<file path="config.mk">
export PLATFORM = sky130hd
export DESIGN_NAME = pfd_tristate_lock
export DESIGN_NICKNAME = d
export VERILOG_FILES = /design/src/rtl/pfd_pkg.sv /design/src/rtl/pfd_edge_core.sv /design/src/rtl/pfd_err_meter.sv /design/src/rtl/pfd_lock_qual.sv /design/src/rtl/pfd_status_route.sv /design/src/rtl/pfd_tristate_lock.sv
export SDC_FILE = /design/constraint.sdc
export NUM_CORES = 1
export LEC_CHECK = 0
export ABC_AREA = 0
export BUFFER_PORTS_ARGS = -buffer_cell sky130_fd_sc_hd__buf_2
export CORE_MARGIN = 10
export CORE_UTILIZATION = 49
export CTS_CLUSTER_DIAMETER = 30
export CTS_CLUSTER_SIZE = 14
export DETAILED_ROUTE_END_ITERATION = 10
export PLACE_DENSITY = 0.73
export SLEW_MARGIN = 20
export SYNTH_ARGS = -nofsm -noshare
export SYNTH_HDL_FRONTEND = slang
export SYNTH_SLANG_ARGS = --single-unit
</file>
<file path="constraint.sdc">
create_clock -name clk -period 1.8 [get_ports clk]
set_clock_uncertainty 0.1 [all_clocks]
set_input_delay 0.36 -clock clk [delete_from_list [all_inputs] [get_ports clk]]
set_output_delay 0.36 -clock clk [all_outputs]
set_load 0.01 [all_outputs]
</file>
<file path="src/rtl/pfd_pkg.sv">
package pfd_pkg;

   typedef enum logic [1:0] {
      RT_CARRIER = 2'b00,
      RT_LOCK    = 2'b01,
      RT_REFTAP  = 2'b10,
      RT_REFTAP2 = 2'b11
   } route_e;

   typedef enum logic [1:0] {
      LEAD_NONE = 2'b00,
      LEAD_REF  = 2'b01,
      LEAD_VCO  = 2'b10
   } lead_e;

endpackage

</file>
<file path="src/rtl/pfd_edge_core.sv">
module pfd_edge_core
   import pfd_pkg::*;
(
   input  logic  clk,
   input  logic  rst_n,
   input  logic  ref_pulse,
   input  logic  vco_pulse,
   output lead_e lead_q,
   output logic  start_o,
   output logic  done_o
);

   lead_e lead_d;

   always_comb begin
      lead_d  = lead_q;
      start_o = 1'b0;
      done_o  = 1'b0;
      unique case (lead_q)
         LEAD_NONE: begin
            if (ref_pulse && vco_pulse) begin
               done_o = 1'b1;
            end else if (ref_pulse) begin
               lead_d  = LEAD_REF;
               start_o = 1'b1;
            end else if (vco_pulse) begin
               lead_d  = LEAD_VCO;
               start_o = 1'b1;
            end
         end
         LEAD_REF: begin
            if (vco_pulse) begin
               lead_d = LEAD_NONE;
               done_o = 1'b1;
            end
         end
         LEAD_VCO: begin
            if (ref_pulse) begin
               lead_d = LEAD_NONE;
               done_o = 1'b1;
            end
         end
         default: lead_d = LEAD_NONE;
      endcase
   end

   always_ff @(posedge clk or negedge rst_n) begin
      if (!rst_n) lead_q <= LEAD_NONE;
      else        lead_q <= lead_d;
   end

endmodule

</file>
<file path="src/rtl/pfd_err_meter.sv">
module pfd_err_meter #(
   parameter int MAX_ERR = 63,
   parameter int ERR_TOL = 1
) (
   input  logic clk,
   input  logic rst_n,
   input  logic active,
   input  logic start,
   input  logic done,
   output logic cmp_ok,
   output logic cmp_bad
);

   localparam int                CNT_W = $clog2(MAX_ERR + 1);
   localparam logic [CNT_W-1:0]  MAX_V = CNT_W'(MAX_ERR);
   localparam logic [CNT_W:0]    TOL_V = (CNT_W + 1)'(ERR_TOL);

   logic [CNT_W-1:0] cnt_q, cnt_d;
   logic [CNT_W:0]   width_now, width_next;

   assign width_now  = active ? {1'b0, cnt_q} : '0;
   assign width_next = {1'b0, cnt_q} + 1'b1;

   always_comb begin
      cnt_d = '0;
      if (start)
         cnt_d = CNT_W'(1);
      else if (active && !done)
         cnt_d = (cnt_q == MAX_V) ? cnt_q : cnt_q + 1'b1;
   end

   always_ff @(posedge clk or negedge rst_n) begin
      if (!rst_n) cnt_q <= '0;
      else        cnt_q <= cnt_d;
   end

   assign cmp_ok  = done && (width_now <= TOL_V);
   assign cmp_bad = (done && (width_now > TOL_V)) ||
                    (active && !done && (width_next > TOL_V));

endmodule

</file>
<file path="src/rtl/pfd_lock_qual.sv">
module pfd_lock_qual #(
   parameter int LOCK_COUNT = 4
) (
   input  logic clk,
   input  logic rst_n,
   input  logic cmp_ok,
   input  logic cmp_bad,
   output logic lock_n
);

   localparam int              GC_W = $clog2(LOCK_COUNT + 1);
   localparam logic [GC_W-1:0] LC_V = GC_W'(LOCK_COUNT);

   logic [GC_W-1:0] good_q;

   always_ff @(posedge clk or negedge rst_n) begin
      if (!rst_n)
         good_q <= '0;
      else if (cmp_bad)
         good_q <= '0;
      else if (cmp_ok && good_q != LC_V)
         good_q <= good_q + 1'b1;
   end

   assign lock_n = (good_q != LC_V);

endmodule

</file>
<file path="src/rtl/pfd_status_route.sv">
module pfd_status_route
   import pfd_pkg::*;
#(
   parameter bit STATUS_REG = 1'b1
) (
   input  logic       clk,
   input  logic       rst_n,
   input  logic [1:0] route_sel,
   input  logic       cd_in,
   input  logic       lock_n,
   input  logic       ref_tap,
   output logic       status_o
);

   logic sel_val;

   always_comb begin
      unique case (route_e'(route_sel))
         RT_CARRIER: sel_val = cd_in;
         RT_LOCK:    sel_val = lock_n;
         default:    sel_val = ref_tap;
      endcase
   end

   generate
      if (STATUS_REG) begin : g_reg
         always_ff @(posedge clk or negedge rst_n) begin
            if (!rst_n) status_o <= 1'b0;
            else        status_o <= sel_val;
         end
      end else begin : g_comb
         assign status_o = sel_val;
      end
   endgenerate

endmodule

</file>
<file path="src/rtl/pfd_tristate_lock.sv">
module pfd_tristate_lock
   import pfd_pkg::*;
#(
   parameter int LOCK_COUNT = 4,
   parameter int ERR_TOL    = 1,
   parameter int MAX_ERR    = 63,
   parameter bit STATUS_REG = 1'b1
) (
   input  logic       clk,
   input  logic       rst_n,
   input  logic       ref_pulse,
   input  logic       vco_pulse,
   input  logic       cd_in,
   input  logic [1:0] route_sel,
   output logic       pd_oe,
   output logic       pd_dat,
   output logic       lock_n,
   output logic       status_o
);

   generate
      if (LOCK_COUNT < 1) begin : g_bad_lock_count
         $error("LOCK_COUNT must be at least 1");
      end
      if (ERR_TOL < 0) begin : g_bad_tol
         $error("ERR_TOL must not be negative");
      end
      if (MAX_ERR <= ERR_TOL) begin : g_bad_max
         $error("MAX_ERR must exceed ERR_TOL");
      end
   endgenerate

   lead_e lead_q;
   logic  start_w, done_w, ok_w, bad_w;

   pfd_edge_core u_core (
      .clk       (clk),
      .rst_n     (rst_n),
      .ref_pulse (ref_pulse),
      .vco_pulse (vco_pulse),
      .lead_q    (lead_q),
      .start_o   (start_w),
      .done_o    (done_w)
   );

   pfd_err_meter #(
      .MAX_ERR (MAX_ERR),
      .ERR_TOL (ERR_TOL)
   ) u_meter (
      .clk     (clk),
      .rst_n   (rst_n),
      .active  (lead_q != LEAD_NONE),
      .start   (start_w),
      .done    (done_w),
      .cmp_ok  (ok_w),
      .cmp_bad (bad_w)
   );

   pfd_lock_qual #(
      .LOCK_COUNT (LOCK_COUNT)
   ) u_lock (
      .clk     (clk),
      .rst_n   (rst_n),
      .cmp_ok  (ok_w),
      .cmp_bad (bad_w),
      .lock_n  (lock_n)
   );

   pfd_status_route #(
      .STATUS_REG (STATUS_REG)
   ) u_route (
      .clk       (clk),
      .rst_n     (rst_n),
      .route_sel (route_sel),
      .cd_in     (cd_in),
      .lock_n    (lock_n),
      .ref_tap   (ref_pulse),
      .status_o  (status_o)
   );

   assign pd_oe  = (lead_q != LEAD_NONE);
   assign pd_dat = (lead_q == LEAD_VCO);

endmodule

</file>
Word-level counts from Yosys, hierarchy flattened. Index checks and enable logic that the tools add are counted.

Input port bits: 7. Logic and storage cells: 53. Register bits after elaboration: 12.

Mux-type cells: 20. Equality and inequality tests: 10. Magnitude comparators: 3. Reduce and logical (&&, ||, !) cells: 13. $add $sub $neg: 3.

Operators by type and width (number): $mux W6 (4); $gt A7 B1 Y1 const B (2); $mux W2 (5); $ne A3 B3 Y1 const B (3); $add A6 B1 Y7 const B (1); $le A7 B1 Y1 const B (1); $add A6 B1 Y6 const B (1); $eq A6 B6 Y1 const B (1); $logic_and A1 B1 Y1 (6); $mux W1 (6); $mux W3 (2); $ne A2 B2 Y1 const B (3); $pmux W2 S3 (1); $eq A2 B1 Y1 const B (2); $logic_not A2 Y1 (2); $reduce_and A4 Y1 (1); $reduce_bool A2 Y1 (2); $add A3 B1 Y3 const B (1); $pmux W1 S3 (1); $eq A2 B2 Y1 const B (1); $pmux W1 S2 (1); $logic_not A1 Y1 (1); $logic_or A1 B1 Y1 (1).

Longest topological paths before layout. Gate-level depths: netlist of the first run.

Depth after elaboration: 8. Mapped depth: 6.

By module. Synthesis of the first run repeated with hierarchy kept, for this count alone.

Cells, all modules: 87. Area, all modules: 838.3 um2.

By module, submodules not included: pfd_err_meter (area an instance 439.2 um2, times used 1, cells each 48); pfd_lock_qual (area an instance 195.2 um2, times used 1, cells each 18); pfd_edge_core (area an instance 147.6 um2, times used 1, cells each 15); pfd_status_route (area an instance 43.8 um2, times used 1, cells each 4); pfd_tristate_lock (area an instance 12.5 um2, times used 1, cells each 2).

Least setup slack after synthesis of the first run. No wires, ideal clock.

Path kind: flip-flop to flip-flop. Start: register u_meter.cnt_q[4]. End: register u_lock.good_q[1]. Cell stages (with the launch flop): 5. Path buffers: 0. Path slack: 0.100 ns. Data arrival time: 1.455 ns. Data required time: 1.555 ns. Cells stage by stage: dfrtp_1 or4_4 o22a_1 o31ai_1 a211oi_1.

Longest elaborated chain between the ends: 5. Elaborated cells on any way between the ends: 12.

Ends and longest elaborated chain: start: declaration (RTL line pfd_err_meter.sv:18) `logic [CNT_W-1:0] cnt_q, cnt_d;`; start signal: assignment (RTL line pfd_err_meter.sv:34) `else cnt_q <= cnt_d;`; $add A6 B1 Y7 / $mux W6 (equally long branches) (RTL line pfd_err_meter.sv:22, pfd_err_meter.sv:21); $gt A7 B1 Y1, or another cell as far along (RTL line pfd_err_meter.sv:39) `(active && !done && (width_next > TOL_V));`; $logic_and A1 B1 Y1 (on tied branches) (RTL line pfd_err_meter.sv:39, pfd_err_meter.sv:37, pfd_err_meter.sv:38); $logic_or A1 B1 Y1 / $logic_and A1 B1 Y1 (equally long branches) (RTL line pfd_err_meter.sv:38, pfd_lock_qual.sv:21); $mux W3 / $reduce_bool A2 Y1 (equally long branches); end signal: assignment (RTL line pfd_lock_qual.sv:22) `good_q <= good_q + 1'b1;`; end: declaration (RTL line pfd_lock_qual.sv:14) `logic [GC_W-1:0] good_q;`.

Several ways; a longest one is shown, not always the timed one. A chain may end at the register's enable or synchronous reset.

Final worst setup path of the first run.
Start: register u_lock.good_q[1]. End: output lock_n.

Longest elaborated chain between the ends: 1.

Ends and longest elaborated chain: $ne A3 B3 Y1 (RTL line pfd_lock_qual.sv:25) `assign lock_n = (good_q != LC_V);`; end: declaration (RTL line pfd_tristate_lock.sv:17) `output logic lock_n,`.

No other way between the ends.

==> out/results.tsv, run 1 <==
metric	value	unit
run_status	finished clean	
die-area	3730	µm²
worstPathArrival	1310	ps
yosys_warnings	0	
insertion_delay	280	ps
leakage	0.000469	µW
min_period	1770	ps
peakVddDrop	500	µV
grt_pass1_wl	3100	µm
clk_path_buf_depth	2	
cap_violations	0	
route.met3.wl	88	µm
ioPinCount	11	
place_congestion	0.827	
sw_frac_of_total	35.3	%
p_sw	348	µW
antenna_found_initial	0	
power_density	961	nW/µm²
fin_nets	120	
synth_enable_flop_cells	0	
core-area	1540	µm²
grt_usage	10.7	%
synth_compound_gate_area_share	19.4	%
numCtsBuffers	3	
cp-end-kind	output port	
p_total	985	µW
start_util	53.6	%
synthXorXnorAreaFrac	2.12	%
synth_most_common_cell	dfrtp_1	
synth_area_per_cell	9.60	µm²
fp.dieW	61.1	µm
synth.mux.area_fraction	5.00	%
p_clk_share	22.1	%
first_pass_iters	5	
pwr-share-comb	39.7	%
h-tree-depth	1	
synthAdderAreaFrac	9.09	%
synth_nets	99	
vias	732	
synthSimpleGateAreaFrac	21.4	%
async_flop_share	100	%
start_kind	flip-flop	
totalWireLength	1870	µm
yosysTopAreaCell	dfrtp_1	
syn_to_final_growth	24.1	%
rows	14	
ant_nets	0	
diodes	0	
netlist_instances	86	
maxSlewHeadroom	69.7	%
critPathMaxFanout	4	
hold_viol	0	
intPower	637	µW
cts_sinks	12	
synth_area_leaders	dfrtp_1 (36%), ha_1 (9.1%), mux2i_1 (3.6%), inv_1 (3.6%), nor2_1 (3.2%)	
crit_type	reg -> out	
wl_met1	769	µm
io_buffer_count	10	
rsz0062_at_grt	true	
netlist.area_leader.share	36.4	%
wl_met2	987	µm
top_layer	met4	
pwr-share-seq	38.1	%
ys_ff_latch	12	
grt_max_degree	13	
drive_above_1_share	39.6	%
crit_required	1340	ps
synth_ff_type	dfrtp_1	
seq_area_frac_synth	36.4	%
hold_path.class	in -> reg	
setup_slack	30.3	ps
wire_per_inst	15.4	µm
synth_top_family_by_area	simple AND/OR/NAND/NOR gates	
setup_violations	0	
slew_viol_final	0	
drc	0	
die_h	61.1	µm
drtIter0Drc	22	
grt_overflow	0	
syn_area	826	µm²
tritoncts	done	
tightestPinTransition	452	ps
fillers	143	
timing.fmax	0.565	GHz
synth_cell_type_count	35	
clk_pin_slew_worst_paths	70	ps
vias_per_cell	6.00	
synthTopCellsByCount	dfrtp_1 (12), inv_1 (8), nor2_1 (7)	
cts_root_buf	clkbuf_4	
grt_pass1_vias	723	
fin_crit_sh	98.3	%
dpl.hpwl	1320	µm
post-place-ws	88.2	ps
==> routing by layer <==
metal | up-vias | GRT usage [%]
li1 | 352 | -
met1 | 356 | 11.0
met2 | 20 | 19.5
met3 | 4 | 3.91
met4 | 0 | 3.45
met5 | - | 0
==> what timing repair did <==
action	4_1_cts	5_1_grt
setup buffers	0	1
resized for setup	1	13
endpoints found under the hold margin	12	0
hold buffers	1	0
pin swaps	0	2
setup endpoints to repair	1	4
==> worst max-delay path: stages (launching register included) <==
cell and delay (ps):
dfrtp_1 430, inv_1 80, ha_1 170, and2_4 190
inv_2 60, buf_6 110
==> area by class of cell <==
type	count	area [µm²]	area share, %
Clock buffer	4	36.3	3.54
Inverter	8	30.0	2.93
Multi-Input combinational cell	64	517	50.4
Sequential cell	12	303	29.5
Tap cell	16	20.0	1.95
Timing Repair Buffer	18	119	11.6
==> power groups by stage <==
stage	Sequential [µW]	Clock [µW]	Combinational, µW
2_1_floorplan	352	0	236
3_3_place_gp	370	0	297
3_5_place_dp	373	0	303
4_1_cts	369	225	314
5_1_grt	384	237	439
6_report	375	218	391
==> registers in the layout (all words and copies together) (netlist names) <==
signal and count:
u_lock.good_q 3, u_route.status_o 1, u_meter.cnt_q 6, u_core.lead_q 2
==> path summary, 6_finish.rpt <==
kind	from	endpoint	slack (ps)	cells after the start
max	u_lock.good_q[1]$_DFFE_PN0P_	lock_n	30	5
min	route_sel[1]	u_route.status_o$_DFF_PN0_	180	2
max reg2reg	u_meter.cnt_q[2]$_DFFE_PN0P_	u_lock.good_q[1]$_DFFE_PN0P_	30	4
min reg2reg	u_core.lead_q[1]$_DFFE_PN0P_	u_core.lead_q[0]$_DFFE_PN0P_	520	1
max in group asynchronous	rst_n	u_meter.cnt_q[1]$_DFFE_PN0P_	970	2
min in group asynchronous	rst_n	u_core.lead_q[1]$_DFFE_PN0P_	390	2
==> cell families after synthesis <==
| logic type | Yosys count |
|---|---|
| AOI/OAI and AO/OA | 21 |
| muxes | 4 |
| adders and majority gates | 6 |
| xor gates and xnor gates | 2 |
| DFF | 12 |
| buffers and inverters | 10 |
| and+or+nand+nor | 31 |
==> placed cells by master (no fill, tap or decap), types with 2 or more instances in the layout <==
master    netlist  layout
clkbuf_4        0       3
nor4b_2         1       2
mux2i_1         3       2
dfrtp_1        12      10
a211oi_2        0       2
a21oi_1         4       4
nand2_1         5       5
nand4_1         3       3
a31oi_1         3       2
ha_1            6       6
dfrtp_2         0       2
nand3_1         2       2
inv_2           0       2
o31ai_2         0       2
buf_4           0       7
xnor2_1         2       2
nor2_1          7       7
buf_2           0       9
nor3_1          4       4
inv_1           8       6
o21ai_0         3       3
==> stage by stage <==
stage	hold WS (ps)	util (%)	TNS [ps]	instance area (µm²)	std cells
final	178	66.5	0	1020	122
after global routing	187	66.5	-153	1020	122
after CTS	172	62.6	0	965	121
after detailed placement	158	59.4	0	916	116
after global placement	153	59.4	0	916	116
after floorplan	-35.6	-	0	826	86
Power figures use the tool's default switching activity.
==> inputs of run 2 (changes only) <==
- CORE_UTILIZATION: 49 -> 50
- PLACE_DENSITY: 0.73 -> 0.74
- SYNTH_HIERARCHICAL: not set -> 1
==> run 2 against run 1 <==
  * Hold slack worse by 3.3 ps
  * Final cell count is 8.2% higher
  * Clock power hardly changed
  * Sequential cell count stayed put
  * The flow now finishes with violations (negative setup slack)
  * Wire length is 8.9% higher
  * Design area is 8.7% higher
  * Global-route usage is 0.98 points higher
  * Clock-buffer cell count stayed put
  * Non-clock buffer count is 9 higher
  * Synthesized area is 1.5% higher
  * First-iteration DRC count is 41% lower
==> out/results.tsv, run 2 <==
metric	value	unit	change
run_status	complete, but fails checks		
violations	negative setup slack		
syn_area	838	µm²	+1.5%
fin_hold_ws	175	ps	-3.28 ps
ant_nets	0		unchanged
rows	14		unchanged
intPower	801	µW	+26%
synth_most_common_cell	dfrtp_1		
rr_endpoint	u_lock/good_q[1]$_DFFE_PN0P_		
synth_cell_type_count	37		+5.7%
reg2reg_from	u_meter/cnt_q[1]$_DFFE_PN0P_		
place_inst	125		+7.8%
crit_required	1900	ps	+560 ps
numCtsBuffers	3		unchanged
cts_sinks	12		unchanged
fp.dieW	60.9	µm	-0.17%
maxSlewHeadroom	81.2	%	+11 points
synth_area_leaders	dfrtp_1 (36%), ha_1 (9.0%), a21oi_1 (3.6%), mux2i_1 (3.6%), nand2_1 (3.1%)		
core-area	1540	µm²	unchanged
dpl.hpwl	1400	µm	+5.8%
critPathMaxFanout	5		+1
vias	753		+2.9%
pwr-share-comb	50.8	%	+11 points
io_buffer_count	10		unchanged
peakVddDrop	783	µV	+57%
fin_nets	130		+8.3%
fin_crit_sh	101	%	+3.1 points
grt_pass1_wl	3240	µm	+4.5%
final_common_cell	buf_4		
cap_violations	0		unchanged
max_flop_register	u_meter/cnt_q		
crit_start	u_meter/cnt_q[1]$_DFFE_PN0P_		
endpoint	u_lock/good_q[1]$_DFFE_PN0P_		
start_kind	flip-flop		
slew_viol_final	0		unchanged
h-tree-depth	1		unchanged
diodes	0		unchanged
first_pass_iters	4		-1
grt_usage	11.7	%	+0.98 points
synthTopCellsByCount	dfrtp_1 (12), nand2_1 (7), a21oi_1 (6), ha_1 (6), inv_1 (6)		
setup_slack	-26.0	ps	-56.3 ps
totalWireLength	2040	µm	+8.9%
hold_path.class	in -> reg		
vias_per_cell	5.70		-4.9%
cts_root_buf	clkbuf_4		
netlist.area_leader.share	35.8	%	-0.54 points
clk_path_buf_depth	2		unchanged
syn_to_final_growth	32.8	%	
tritoncts	done		
setup_violations	3		+3
rsz0062_at_grt	true		
hold_viol	0		unchanged
r2r_cells	7		+3
largest_register_ffs	6		unchanged
die_h	60.9	µm	-0.17%
yosysTopAreaCell	dfrtp_1		
crit_chain	inv_2, ha_4, and2b_1, o21ai_2, o311a_4, nand2b_4, mux2i_1		
netlist_instances	87		+1.2%
antenna_found_initial	0		unchanged
grt_overflow	0		unchanged
synth_ff_type	dfrtp_1		
cp-end-kind	flip-flop		
tightestPinTransition	281	ps	-171 ps
ys_ff_latch	12		unchanged
ioPinCount	11		unchanged
post-place-ws	-160	ps	-248 ps
start_util	54.4	%	+0.81 points
r2r_slack	-30	ps	-60 ps
drive_above_1_share	44.0	%	+4.3 points
p_clk_share	17.5	%	-4.6 points
reg.largest.list	u_meter/cnt_q x6, u_lock/good_q x3, u_core/lead_q x2		
async_flop_share	100	%	unchanged
most-common-layout-cells	buf_4 (16), dfrtp_1 (11), buf_2 (10)		
drtIter0Drc	13		-41%
p_sw	445	µW	+28%
die-area	3710	µm²	-0.34%
pwr-share-seq	31.7	%	-6.4 points
final_cells	132		+8.2%
clk_pin_slew_worst_paths	80	ps	about the same
cp_slowest_cell	dfrtp_1		
slowest_delay	420	ps	about the same
yosys_warnings	6		+6
timing.fmax	0.548	GHz	-3.1%
seq_area_frac_synth	35.8	%	-0.54 points
min_period	1830	ps	+56.3 ps
synth_nets	100		+1.0%
synth_area_per_cell	9.64	µm²	+0.35%
place_congestion	0.890		+7.5%
wire_per_inst	15.5	µm	+0.61%
drc	0		unchanged
grt_max_degree	13		unchanged
min_path_cells	2		unchanged
insertion_delay	280	ps	about the same
crit_type	reg -> reg		
sw_frac_of_total	35.7	%	+0.39 points
worstPathArrival	1930	ps	+620 ps
power_density	1120	nW/µm²	+16%
synth_enable_flop_cells	0		unchanged
leakage	0.000534	µW	+14%
grt_pass1_vias	757		+4.7%
## run 2: metal layers
layer / GRT usage [%] / share of wire [%] / vias up
met2: 18.6 / 53 / 17
met3: 4.38 / 4.3 / 4
met5: 0 / 0 / -
met4: 6.90 / 1.9 / 0
li1: - / - / 371
met1: 12.9 / 40 / 361
## run 2: kinds of logic (layout without fill, tap and decap cells)
family | Yosys count | after routing | synth area share, %
buf+inv | 8 | 37 | 5.37
fa+ha+maj | 6 | 6 | 8.95
compound gates | 21 | 21 | 17.3
simple gates | 35 | 35 | 26.1
mux | 4 | 4 | 5.37
xor+xnor | 1 | 1 | 1.04
flops | 12 | 12 | 35.8
## run 2: final cells by class
type	instances	area, µm²
sequential	12	302
inverter	6	22.5
clock buffer	4	36.3
timing repair buffer	27	180
tap	16	20.0
multi-input combinational	67	553
fill	116	428
## run 2: worst max-delay path: cells and delay by family (launching register included)
family / cells / cell delay (ps)
compound gates: 2 / 460
buf+inv: 1 / 80
mux: 1 / 140
simple gates: 2 / 350
fa+ha+maj: 1 / 200
flops: 1 / 420
## run 2: what timing repair did
action | in CTS | in global routing
setup buffers | 1 | 1
endpoints found under the setup margin | 3 | 5
hold buffers | 1 | 0
hold endpoints to repair | 12 | 0
pin swaps | 2 | 3
gates resized for setup | 2 | 10
## run 2: power groups by stage
| stage | clock [µW] | sequential [µW] | combinational, µW |
|---|---|---|---|
| 6_report | 218 | 395 | 633 |
| 5_1_grt | 256 | 405 | 691 |
| 4_1_cts | 232 | 380 | 535 |
| 3_5_place_dp | 0 | 387 | 479 |
| 3_3_place_gp | 0 | 383 | 464 |
| 2_1_floorplan | 0 | 384 | 298 |
## run 2: per-stage QoR
step           total power [µW]  area [µm²]  setup TNS [ps]  util (%)
2_1_floorplan               682         845               0         -
3_3_place_gp                847         997            -134      64.7
3_5_place_dp                867         997            -363      64.7
4_1_cts                    1150        1060           -98.6      68.7
5_1_grt                    1350        1110            -297      72.2
6_report                   1250        1110           -37.1      72.2
## run 2: worst min path at each step
stage | startpoint | end | slack (ps)
5_1_grt | route_sel[1] | u_route/status_o$_DFF_PN0_ | 150
3_3_place_gp | rst_n | u_meter/cnt_q[2]$_DFFE_PN0P_ | 150
2_1_floorplan | rst_n | u_core/lead_q[0]$_DFFE_PN0P_ | -40
4_1_cts | route_sel[1] | u_route/status_o$_DFF_PN0_ | 160
3_5_place_dp | rst_n | u_meter/cnt_q[2]$_DFFE_PN0P_ | 160
6_report | route_sel[1] | u_route/status_o$_DFF_PN0_ | 170
